<file path="src/rtl/stopctl_pkg.sv">
package stopctl_pkg;
    typedef enum logic [2:0] {
        ST_RUN   = 3'd0,
        ST_STOP1 = 3'd1,
        ST_STOP2 = 3'd2,
        ST_STOP3 = 3'd3,
        ST_DEBUG = 3'd4
    } st_t;

    localparam logic [1:0] LVL_NONE = 2'b00;
    localparam logic [1:0] LVL_S1   = 2'b01;
    localparam logic [1:0] LVL_S2   = 2'b10;
    localparam logic [1:0] LVL_S3   = 2'b11;
endpackage

</file>
<file path="src/rtl/stop_level_resolve.sv">
module stop_level_resolve
    import stopctl_pkg::*;
(
    input  logic [1:0] lvl_req,
    input  logic       dbg_en,
    input  logic       lvde,
    input  logic       lvdse,
    output st_t        target,
    output logic       keep_dbg,
    output logic       keep_reg
);
    logic lvd_keep;

    always_comb begin
        lvd_keep = lvde & lvdse;
        keep_dbg = dbg_en;
        keep_reg = dbg_en | lvd_keep;
        unique case (lvl_req)
            LVL_S1:  target = keep_reg ? ST_STOP3 : ST_STOP1;
            LVL_S2:  target = keep_reg ? ST_STOP3 : ST_STOP2;
            LVL_S3:  target = ST_STOP3;
            default: target = ST_RUN;
        endcase
    end
endmodule

</file>
<file path="src/rtl/stop_wake_detect.sv">
module stop_wake_detect #(
    parameter int NWAKE = 4
) (
    input  logic [NWAKE-1:0] evt,
    input  logic [NWAKE-1:0] en,
    output logic             any_wake
);
    assign any_wake = |(evt & en);
endmodule

</file>
<file path="src/rtl/stop_gate_decode.sv">
module stop_gate_decode
    import stopctl_pkg::*;
(
    input  st_t  state,
    input  logic kept_dbg,
    input  logic kept_reg,
    output logic periph_en,
    output logic dbgclk_en,
    output logic stby_req,
    output logic rti_en,
    output logic status
);
    logic in_stop;

    always_comb begin
        in_stop   = 1'b0;
        periph_en = 1'b1;
        dbgclk_en = 1'b1;
        stby_req  = 1'b0;
        rti_en    = 1'b1;
        unique case (state)
            ST_STOP1: begin
                in_stop = 1'b1;
                rti_en  = 1'b0;
            end
            ST_STOP2: begin
                in_stop = 1'b1;
            end
            ST_STOP3: begin
                in_stop = 1'b1;
                rti_en  = ~kept_dbg;
            end
            default: begin
                in_stop = 1'b0;
            end
        endcase
        if (in_stop) begin
            periph_en = 1'b0;
            dbgclk_en = kept_dbg;
            stby_req  = ~kept_reg;
        end
        status = in_stop;
    end
endmodule

</file>
<file path="src/rtl/stop_mode_ctrl.sv">
module stop_mode_ctrl
    import stopctl_pkg::*;
#(
    parameter int NWAKE = 4
) (
    input  logic             clk,
    input  logic             rst_n,
    input  logic             stop_req,
    input  logic [1:0]       stop_lvl,
    input  logic             dbg_en,
    input  logic             lvde,
    input  logic             lvdse,
    input  logic             dbg_wake,
    input  logic             dbg_go,
    input  logic [NWAKE-1:0] wake_evt,
    input  logic [NWAKE-1:0] wake_en,
    output logic [2:0]       mode_o,
    output logic             periph_clk_en,
    output logic             dbg_clk_en,
    output logic             reg_stby_req,
    output logic             rti_clk_en,
    output logic             lp_status
);
    st_t  state_q, state_d;
    st_t  target;
    logic keep_dbg, keep_reg;
    logic kdbg_q, kreg_q;
    logic any_wake;
    logic accept;

    stop_level_resolve u_resolve (
        .lvl_req  (stop_lvl),
        .dbg_en   (dbg_en),
        .lvde     (lvde),
        .lvdse    (lvdse),
        .target   (target),
        .keep_dbg (keep_dbg),
        .keep_reg (keep_reg)
    );

    stop_wake_detect #(.NWAKE(NWAKE)) u_wake (
        .evt      (wake_evt),
        .en       (wake_en),
        .any_wake (any_wake)
    );

    assign accept = (state_q == ST_RUN) && stop_req && (stop_lvl != LVL_NONE);

    always_comb begin
        state_d = state_q;
        unique case (state_q)
            ST_RUN: begin
                if (accept) state_d = target;
            end
            ST_STOP1, ST_STOP2, ST_STOP3: begin
                if (dbg_wake && kdbg_q) state_d = ST_DEBUG;
                else if (any_wake)      state_d = ST_RUN;
            end
            ST_DEBUG: begin
                if (dbg_go) state_d = ST_RUN;
            end
            default: state_d = ST_RUN;
        endcase
    end

    always_ff @(posedge clk or negedge rst_n) begin
        if (!rst_n) begin
            state_q <= ST_RUN;
            kdbg_q  <= 1'b0;
            kreg_q  <= 1'b0;
        end else begin
            state_q <= state_d;
            if (accept) begin
                kdbg_q <= keep_dbg;
                kreg_q <= keep_reg;
            end
        end
    end

    stop_gate_decode u_gate (
        .state     (state_q),
        .kept_dbg  (kdbg_q),
        .kept_reg  (kreg_q),
        .periph_en (periph_clk_en),
        .dbgclk_en (dbg_clk_en),
        .stby_req  (reg_stby_req),
        .rti_en    (rti_clk_en),
        .status    (lp_status)
    );

    assign mode_o = state_q;
endmodule

</file>
<file path="config.mk">
export PLATFORM = sky130hd
export DESIGN_NAME = stop_mode_ctrl
export DESIGN_NICKNAME = d
export VERILOG_FILES = /design/src/rtl/stopctl_pkg.sv /design/src/rtl/stop_level_resolve.sv /design/src/rtl/stop_wake_detect.sv /design/src/rtl/stop_gate_decode.sv /design/src/rtl/stop_mode_ctrl.sv
export SDC_FILE = /design/constraint.sdc
export NUM_CORES = 1
export LEC_CHECK = 0
export ABC_CLOCK_PERIOD_IN_PS = 1450
export BUFFER_PORTS_ARGS = -buffer_cell sky130_fd_sc_hd__clkbuf_2
export CAP_MARGIN = 20
export CORE_AREA = 4 4 41 43
export DETAILED_ROUTE_END_ITERATION = 10
export DIE_AREA = 0 0 45 47
export MAX_ROUTING_LAYER = met4
export SLEW_MARGIN = 10
export SYNTH_ARGS = -nofsm -noshare
export SYNTH_HDL_FRONTEND = slang
export SYNTH_SLANG_ARGS = --single-unit
export TNS_END_PERCENT = 1
</file>
<file path="constraint.sdc">
create_clock -name clk -period 1.45 [get_ports clk]
set_input_delay 0.2175 -clock clk [delete_from_list [all_inputs] [get_ports clk]]
set_output_delay 0.2175 -clock clk [all_outputs]
set_load 0.02 [all_outputs]
</file>
# Word-level counts from Yosys, hierarchy flattened
# Cells that the tools add are included.
# totals
input_bits	18
ff_bits	5
# op_classes
n_bitwise	5
n_eq_ne	10
n_mux	13
reduce_logical	8
# ops
op	count
$pmux W3 S3	2
$mux W3	4
$eq A3 B2 Y1 const B	2
$mux W1	5
$and A4 B4 Y4	1
$eq A2 B2 Y1 const B	2
$ne A2 B2 Y1 const B	2
$reduce_or A4 Y1	1
$eq A3 B1 Y1 const B	1
$eq A3 B3 Y1 const B	1
$logic_and A1 B1 Y1	3
$logic_not A3 Y1	1
$ne A3 B1 Y1 const B	1
$reduce_and A3 Y1	1
$reduce_or A3 Y1	1
$eq A2 B1 Y1 const B	1
$mux W2	1
$not A1 Y1	2
$pmux W1 S2	1
$reduce_bool A2 Y1	1
$and A1 B1 Y1	1
$or A1 B1 Y1	1

# Logic depth before layout (Yosys ltp)
# Gate-level depths: netlist (run 1).
# depth
word_depth	6
ltp_mapped	4
depth_no_buf	4

# Modules after synthesis
# From an unflattened synthesis (run 1), not the netlist that was laid out.
# hier_totals
hier_cells	32
area_unflattened_um2	341.6
# modules_own_cells
mod	area_per_inst_um2	seq_area_each_um2	instances	cells_each
stop_mode_ctrl	235.2	125.1	1	17
stop_gate_decode	46.3	0.0	1	6
stop_level_resolve	41.3	0.0	1	6
stop_wake_detect	18.8	0.0	1	3

# Least setup slack after synthesis (run 1)
# OpenSTA, ideal clock, no wires.
# synth_timing
kind	register to output
start	register state_q[1], in the netlist mode_o[1]
end	output reg_stby_req
arrival_time_ps	1438
path_stages_with_launch	5
n_path_buf	0
setup_slack_ps	-206
path_cell_list	dfrtp_1 > nor2_4 > nor2_1 > inv_1 > nor2_1
# synth_between
elab_chain_len	4
word_cells_on_any_way	6
classes_between	eq/ne: 3; mux: 2; reduce/logical: 1
# synth_lines
element	line_no	text
from (decl)	stop_mode_ctrl.sv:24	st_t state_q, state_d;
from (signal assigned)	stop_mode_ctrl.sv:72	state_q <= state_d;
$eq A3 B1 Y1 / $eq A3 B2 Y1 (equally long branches)	stop_gate_decode.sv:21	unique case (state)
$reduce_or A3 Y1 (no source line) (*)	--	
$mux W1 (*)	stop_gate_decode.sv:21	
net lp_status	stop_mode_ctrl.sv:22	output logic lp_status
$mux W1 (*)	stop_gate_decode.sv:37	if (in_stop) begin
to (decl)	stop_mode_ctrl.sv:20	output logic reg_stby_req,
# The timed path passes the listed nets; every way through them passes the cells marked *.

# Worst setup path after layout (run 1)
# layout_timing
start	register state_q[2], in the netlist mode_o[2]
end	output dbg_clk_en
# layout_between
elab_chain_len	4
word_cells_on_any_way	6
classes_between	eq/ne: 3; mux: 2; reduce/logical: 1
# layout_lines
element	line_no	text
$eq A3 B1 Y1 / $eq A3 B2 Y1 (equally long branches)	stop_gate_decode.sv:21	
$reduce_or A3 Y1 (no source line) (*)	--	
$mux W1 (*)	stop_gate_decode.sv:21	
$mux W1 (*)	stop_gate_decode.sv:37	
to (decl)	stop_mode_ctrl.sv:19	output logic dbg_clk_en,
# Mark *: on every way between the ends. The rest lies on a longest branch, timed or not.

==> results.cfg, run 1 <==
[run_status]
status = finished, final reports clean

[floorplanning]
start_util_pct = 21.3
coreArea_sq_um = 1300
ios = 26
dieArea_sq_um = 2120
die_height_microns = 47
rows = 13
die-width_microns = 45

[power_and_ir_drop]
p_leak_uw = 0.000272
swShare_pct = 42.1
power_frac_seq_pct = 23.9
comb_power_share_pct = 61.0
peakVddDrop_v = 0.000614
clkPwrFrac_pct = 15.0
internal-power_uw = 598
powerDensity_nw_per_um2 = 1950
p_sw_uw = 435

[worst_setup_path]
crit_family = flip-flops
cp_max_fo = 2
critPathCaptureType = output pin
cp.arrival_ns = 1.18
path_buf_inv = 1
path_cells = or3_4 -> clkbuf_8
max_stage_delay_ns = 0.41
path_class = flip-flop to output pin
required_ns = 1.23
startpoint_type = flip-flop
crit_slowest_cell = dfrtp_2

[sta]
finalSetupTns_ns = 0
setup_viol = 0
tightest_slew_ns = 0.381
slew_violations = 0
hold_viol_final = 0
fin_crit_sh_pct = 96.5
slew_headroom_pct = 74.5
hold_ws_ns = 0.233
fin_crit_ns = 1.40
clock_skew_ns = 0.000106
rsz0062_at_grt = no
max_freq_ghz = 0.715

[synth]
synth-seq-cells = 5
synthCells = 28
yosys.area_share.adder_pct = 0
synth_compound_area_share_pct = 23.9
synth_warnings = 0
yosys.area_share.xor_xnor_pct = 0
yosys.area.top_type = dfrtp_1
syn-num-nets = 46
synthMuxAreaShare_pct = 8.11
synthSimpleGateAreaFrac_pct = 17.6
ys_top_cells_by_area = dfrtp_1 45%, mux2_2 8.1%, o32ai_1 6.3%, inv_1 5.4%, nor2_1 5.4%
ys_seq_area_share_pct = 45.0
synth_top_family_by_area = compound AO/OA/AOI/OAI gates
synth.distinct_cells = 15
syn-cell-area_sq_um = 278
synth_top_area_share_pct = 45.0
synth_area_per_cell_sq_um = 9.92

[min_path]
hp-class = primary input to flip-flop

[finish]
nNetsFinal = 82
fill_cells = 141
areaGrowthSynthToFinish_pct = 90.5
drive_gt1_share_pct = 63.5
n_antenna_cell = 0

[placed_design]
gp_congestion = 0.705
dpl.hpwl_microns = 718
io_buffers = 25

[clock_network]
cts_buffer_depth = 2
cts-root-buf = clkbuf_4
cts_buffers = 3
clock-sinks = 5
path_clk_slew_ns = 0.04
h-tree-depth = 1
cts_tree = built
clkLatencyLatePin_ns = 0.23

[drt]
wl_per_cell_microns = 11.5
dr.pass1.iters = 4
avgViaCountPerCell = 4.51
drc = 0
drtIter0Drc = 10
vias = 352
antenna_left = 0
postRouteWirelength_microns = 895

[global_routing]
grt_start_max_net_pins = 6
grt-ovfl-total = 0
grt_pass1_wl_microns = 1590
grt_usage_pct = 11.1
grt_pass1_vias = 361
antenna_found_initial = 0

[flow_run]
cap_violations = 0
==> cells in the final DEF, fill, tap and decap left out <==
master and instances:
a21o_1 1, a222oi_1 1, a22oi_1 1, buf_4 4
buf_6 2, clkbuf_1 1, clkbuf_2 23, clkbuf_4 3
clkbuf_8 1, dfrtp_1 4, dfrtp_2 1, dlygate4sd3_1 1
inv_1 4, mux2_2 2, nand2_1 2, nand3b_1 1
nor2_1 2, nor2_2 1, nor2_4 2, o2111ai_1 1
o211ai_1 1, o31ai_1 1, o32ai_1 2, or3_4 1
==> area by class of cell <==
class / instances / area, sq um / share of cell area (%)
tap: 15 / 18.8 / 3.55
clock buffer: 4 / 26.3 / 4.96
timing repair buffer: 31 / 191 / 36.2
sequential: 5 / 126 / 23.9
multi-input combinational: 19 / 151 / 28.6
inverter: 4 / 15.0 / 2.84
==> cell families (layout without fill, tap and decap cells) <==
group                  count (synthesis)  count (layout)
AND/OR/NAND/NOR                        9               9
AO/OA/AOI/OAI                          8               8
multiplexers                           2               2
buffers and inverters                  4              39
flip-flops                             5               5
==> cells in the mapped netlist, drive strengths merged <==
| cell | instances |
|---|---|
| dfrtp | 5 |
| nor2 | 5 |
| inv | 4 |
| mux2 | 2 |
| nand2 | 2 |
| o32ai | 2 |
| a21o | 1 |
| a222oi | 1 |
| a22oi | 1 |
| nand3b | 1 |
| o2111ai | 1 |
| o211ai | 1 |
| o31ai | 1 |
| or3 | 1 |
==> worst reg2reg max path, stage by stage, from the launching register on <==
cell	delay, ns
dfrtp_1	0.38
buf_4	0.15
a222oi_1	0.31
nand2_1	0.12
o32ai_1	0.25
==> state kept, by name, summed over array words and instances (netlist names) <==
| name | count |
|---|---|
| kdbg_q | 1 |
| kreg_q | 1 |
| mode_o | 3 |
==> routing by layer <==
metal / share of wire (%) / wire length (microns) / global-route usage, %
met5: 0 / 0 / -
met4: 0 / 0 / 3.51
met3: 10 / 91 / 4.98
met2: 51 / 453 / 18.1
met1: 39 / 350 / 12.1
==> power groups by stage <==
stage | Clock (uW) | Combinational, uW | Sequential [uW]
floorplan | 0 | 264 | 297
global placement | 0 | 448 | 272
detailed placement | 0 | 449 | 279
CTS | 164 | 621 | 245
global route | 174 | 689 | 259
finish | 155 | 631 | 247
==> final timing paths <==
check / slack, ns / endpoint / startpoint / depth (start not counted)
worst max-delay path: 0.05 / dbg_clk_en / mode_o[2]$_DFFE_PN0P_ / 2
worst min-delay path: 0.23 / mode_o[2]$_DFFE_PN0P_ / dbg_wake / 3
worst max register to register: 0.13 / mode_o[1]$_DFFE_PN0P_ / kdbg_q$_DFFE_PN0P_ / 4
worst min register to register: 0.53 / kreg_q$_DFFE_PN0P_ / kreg_q$_DFFE_PN0P_ / 1
max in group asynchronous: 0.96 / mode_o[2]$_DFFE_PN0P_ / rst_n / 2
min in group asynchronous: 0.34 / mode_o[1]$_DFFE_PN0P_ / rst_n / 2
==> metrics by stage <==
step	total power, uW	setup slack [ns]	instances	util, %	cell area [sq um]
CTS	1030	0.0173	78	40.1	522
finish	1030	0.0511	78	40.7	529
global route	1120	0.00662	78	40.7	529
floorplan	561	0.0218	28	-	283
global placement	721	0.156	68	32.8	427
detailed placement	728	0.130	68	32.8	427
==> timing repair <==
item                                    4_1_cts  5_1_grt
resized for setup                             6        3
pin swaps                                     0        0
setup buffers                                 5        0
hold buffers                                  1        0
endpoints found under the hold margin         5        0
endpoints found under the setup margin        1        1
No activity file was read; power rests on OpenSTA's default activity.
==> inputs of run 2 (changes only) <==
--- a/config.mk
+++ b/config.mk
@@ -8,10 +8,14 @@
 export ABC_CLOCK_PERIOD_IN_PS = 1450
 export BUFFER_PORTS_ARGS = -buffer_cell sky130_fd_sc_hd__clkbuf_2
 export CAP_MARGIN = 20
+export CELL_PAD_IN_SITES_DETAIL_PLACEMENT = 1
+export CELL_PAD_IN_SITES_GLOBAL_PLACEMENT = 1
 export CORE_AREA = 4 4 41 43
 export DETAILED_ROUTE_END_ITERATION = 10
 export DIE_AREA = 0 0 45 47
 export MAX_ROUTING_LAYER = met4
+export PLACE_DENSITY_LB_ADDON = 0.1
+export RECOVER_POWER = 50
 export SLEW_MARGIN = 10
 export SYNTH_ARGS = -nofsm -noshare
 export SYNTH_HDL_FRONTEND = slang
==> run 2 against run 1 <==
- utilization is 0.38 points higher
- sequential power is 2% higher
- critical endpoint unchanged
- setup slack hardly changed
- largest power group unchanged
- design area is 0.95% higher
- global-route usage is 0.10 points lower
- maximum frequency hardly changed
==> results.cfg, run 2 (synthesis results as in run 1) <==
[run_status]
status = finished, final reports clean

[finish]
largest_register_ffs = 3
areaGrowthSynthToFinish_pct = 92.3
drive_gt1_share_pct = 62.5
fill_cells = 173
layout_common_cells = 21 x clkbuf_2, 5 x dfrtp_1, 5 x buf_4
final_common_cell = clkbuf_2
n_antenna_cell = 0
nNetsFinal = 83

[worst_setup_path]
reg2regPathDepth = 4
cp.arrival_ns = 1.18
path_buf_inv = 1
setup.worst_path.end = dbg_clk_en
path_cells = or3_4 -> clkbuf_8
rr_endpoint = mode_o[0]$_DFFE_PN0P_
crit-reg2reg-launch = kdbg_q$_DFFE_PN0P_
crit_cells = 2
path_class = flip-flop to output pin
cp_max_fo = 4
crit_family = flip-flops
crit_slowest_cell = dfrtp_1
r2r_slack_ns = 0.13
crit_path_start = mode_o[2]$_DFFE_PN0P_
critPathCaptureType = output pin
required_ns = 1.23
max_stage_delay_ns = 0.41
startpoint_type = flip-flop

[global_routing]
grt-ovfl-total = 0
grtUsageMet3_pct = 4.60
grt_pass1_vias = 387
grtUsageMet1_pct = 10.6
grt_usage_pct = 11.0
grt_util_met2_pct = 19.8
busiest_layer = met2
antenna_found_initial = 0
grt_pass1_wl_microns = 1580
grt_start_max_net_pins = 6

[clock_network]
cts_buffers = 3
cts_buffer_depth = 2
path_clk_slew_ns = 0.04
clkLatencyLatePin_ns = 0.24
clock-sinks = 5
cts-root-buf = clkbuf_4
cts_tree = built
h-tree-depth = 1

[sta]
tightest_slew_ns = 0.394
hold_viol_final = 0
slew_violations = 0
slew_headroom_pct = 73.7
max_freq_ghz = 0.715
clock_skew_ns = 0.00153
rsz0062_at_grt = yes
fin_crit_sh_pct = 96.5
setup_viol = 0
fin_crit_ns = 1.40
hold_ws_ns = 0.219
finalSetupTns_ns = 0

[power_and_ir_drop]
clkPwrFrac_pct = 15.0
p_leak_uw = 0.000274
power_frac_seq_pct = 23.8
powerDensity_nw_per_um2 = 1990
peakVddDrop_v = 0.000643
internal-power_uw = 613
comb_power_share_pct = 61.2
p_sw_uw = 449
swShare_pct = 42.3

[placed_design]
gp_congestion = 0.695
io_buffers = 25
dpl.hpwl_microns = 797

[floorplanning]
die-width_microns = 45
rows = 13
die_height_microns = 47
coreArea_sq_um = 1300
ios = 26
dieArea_sq_um = 2120
start_util_pct = 21.3

[drt]
postRouteWirelength_microns = 983
wl_per_cell_microns = 12.4
drtIter0Drc = 2
avgViaCountPerCell = 4.61
dr.pass1.iters = 4
drc = 0
antenna_left = 0
vias = 364

[min_path]
hp-class = primary input to flip-flop

[flow_run]
cap_violations = 0
run 2: cell types whose count changed in the layout (fill, tap and decap cells not counted):
cell      before  now
clkbuf_1       1    2
inv_1          4    3
buf_4          4    5
buf_2          0    1
inv_2          0    1
dfrtp_2        1    0
dfrtp_1        4    5
clkbuf_2      23   21
run 2: routing by layer:
metal	vias up	routed length [microns]
li1	179	-
met4	0	0
met3	0	85
met5	-	0
met1	166	359
met2	19	538
run 2: worst min-delay path, delay by kind of cell:
family | cells | cell delay (ns)
buf+inv | 1 | 0.09
compound gates | 1 | 0.05
simple gates | 1 | 0.05
run 2: what timing repair did:
action                                 4_1_cts  5_1_grt
endpoints found under the hold margin        5        0
gates resized for setup                      3        7
hold buffers                                 1        0
setup buffers                                5        0
setup endpoints to repair                    2        3
pin swaps                                    0        3
gates cloned                                 0        0
run 2: worst min path at each step:
stage / slack (ns) / from / cells past startpoint / to
after floorplan: -0.08 / rst_n / 0 / kdbg_q$_DFFE_PN0P_
after global placement: 0.04 / rst_n / 1 / kreg_q$_DFFE_PN0P_
after detailed placement: 0.04 / rst_n / 1 / kreg_q$_DFFE_PN0P_
after CTS: 0.21 / dbg_wake / 3 / mode_o[2]$_DFFE_PN0P_
after global routing: 0.23 / dbg_wake / 3 / mode_o[2]$_DFFE_PN0P_
final: 0.22 / dbg_wake / 3 / mode_o[2]$_DFFE_PN0P_
run 2: metrics by stage:
stage	cells	total power [uW]	util (%)	setup slack, ns	instance area (sq um)
2_1_floorplan	28	561	-	0.0218	283
3_3_place_gp	69	739	33.4	0.180	434
3_5_place_dp	69	751	33.4	0.144	434
4_1_cts	79	1030	40.0	0.00141	520
5_1_grt	79	1150	41.1	-0.0211	534
6_report	79	1060	41.1	0.0508	534
run 2: cell type report:
class	count	area (sq um)	share of cell area, %
multi-input combinational	19	151	28.3
inverter	4	15.0	2.81
sequential	5	125	23.4
tap	15	18.8	3.51
timing repair buffer	32	198	37.0
clock buffer	4	26.3	4.92
run 2: power by group through the flow:
stage | Combinational [uW] | Clock [uW] | Sequential [uW]
after floorplan | 264 | 0 | 297
after global placement | 468 | 0 | 271
after detailed placement | 474 | 0 | 277
after CTS | 615 | 169 | 247
after global routing | 708 | 179 | 263
final | 650 | 160 | 253
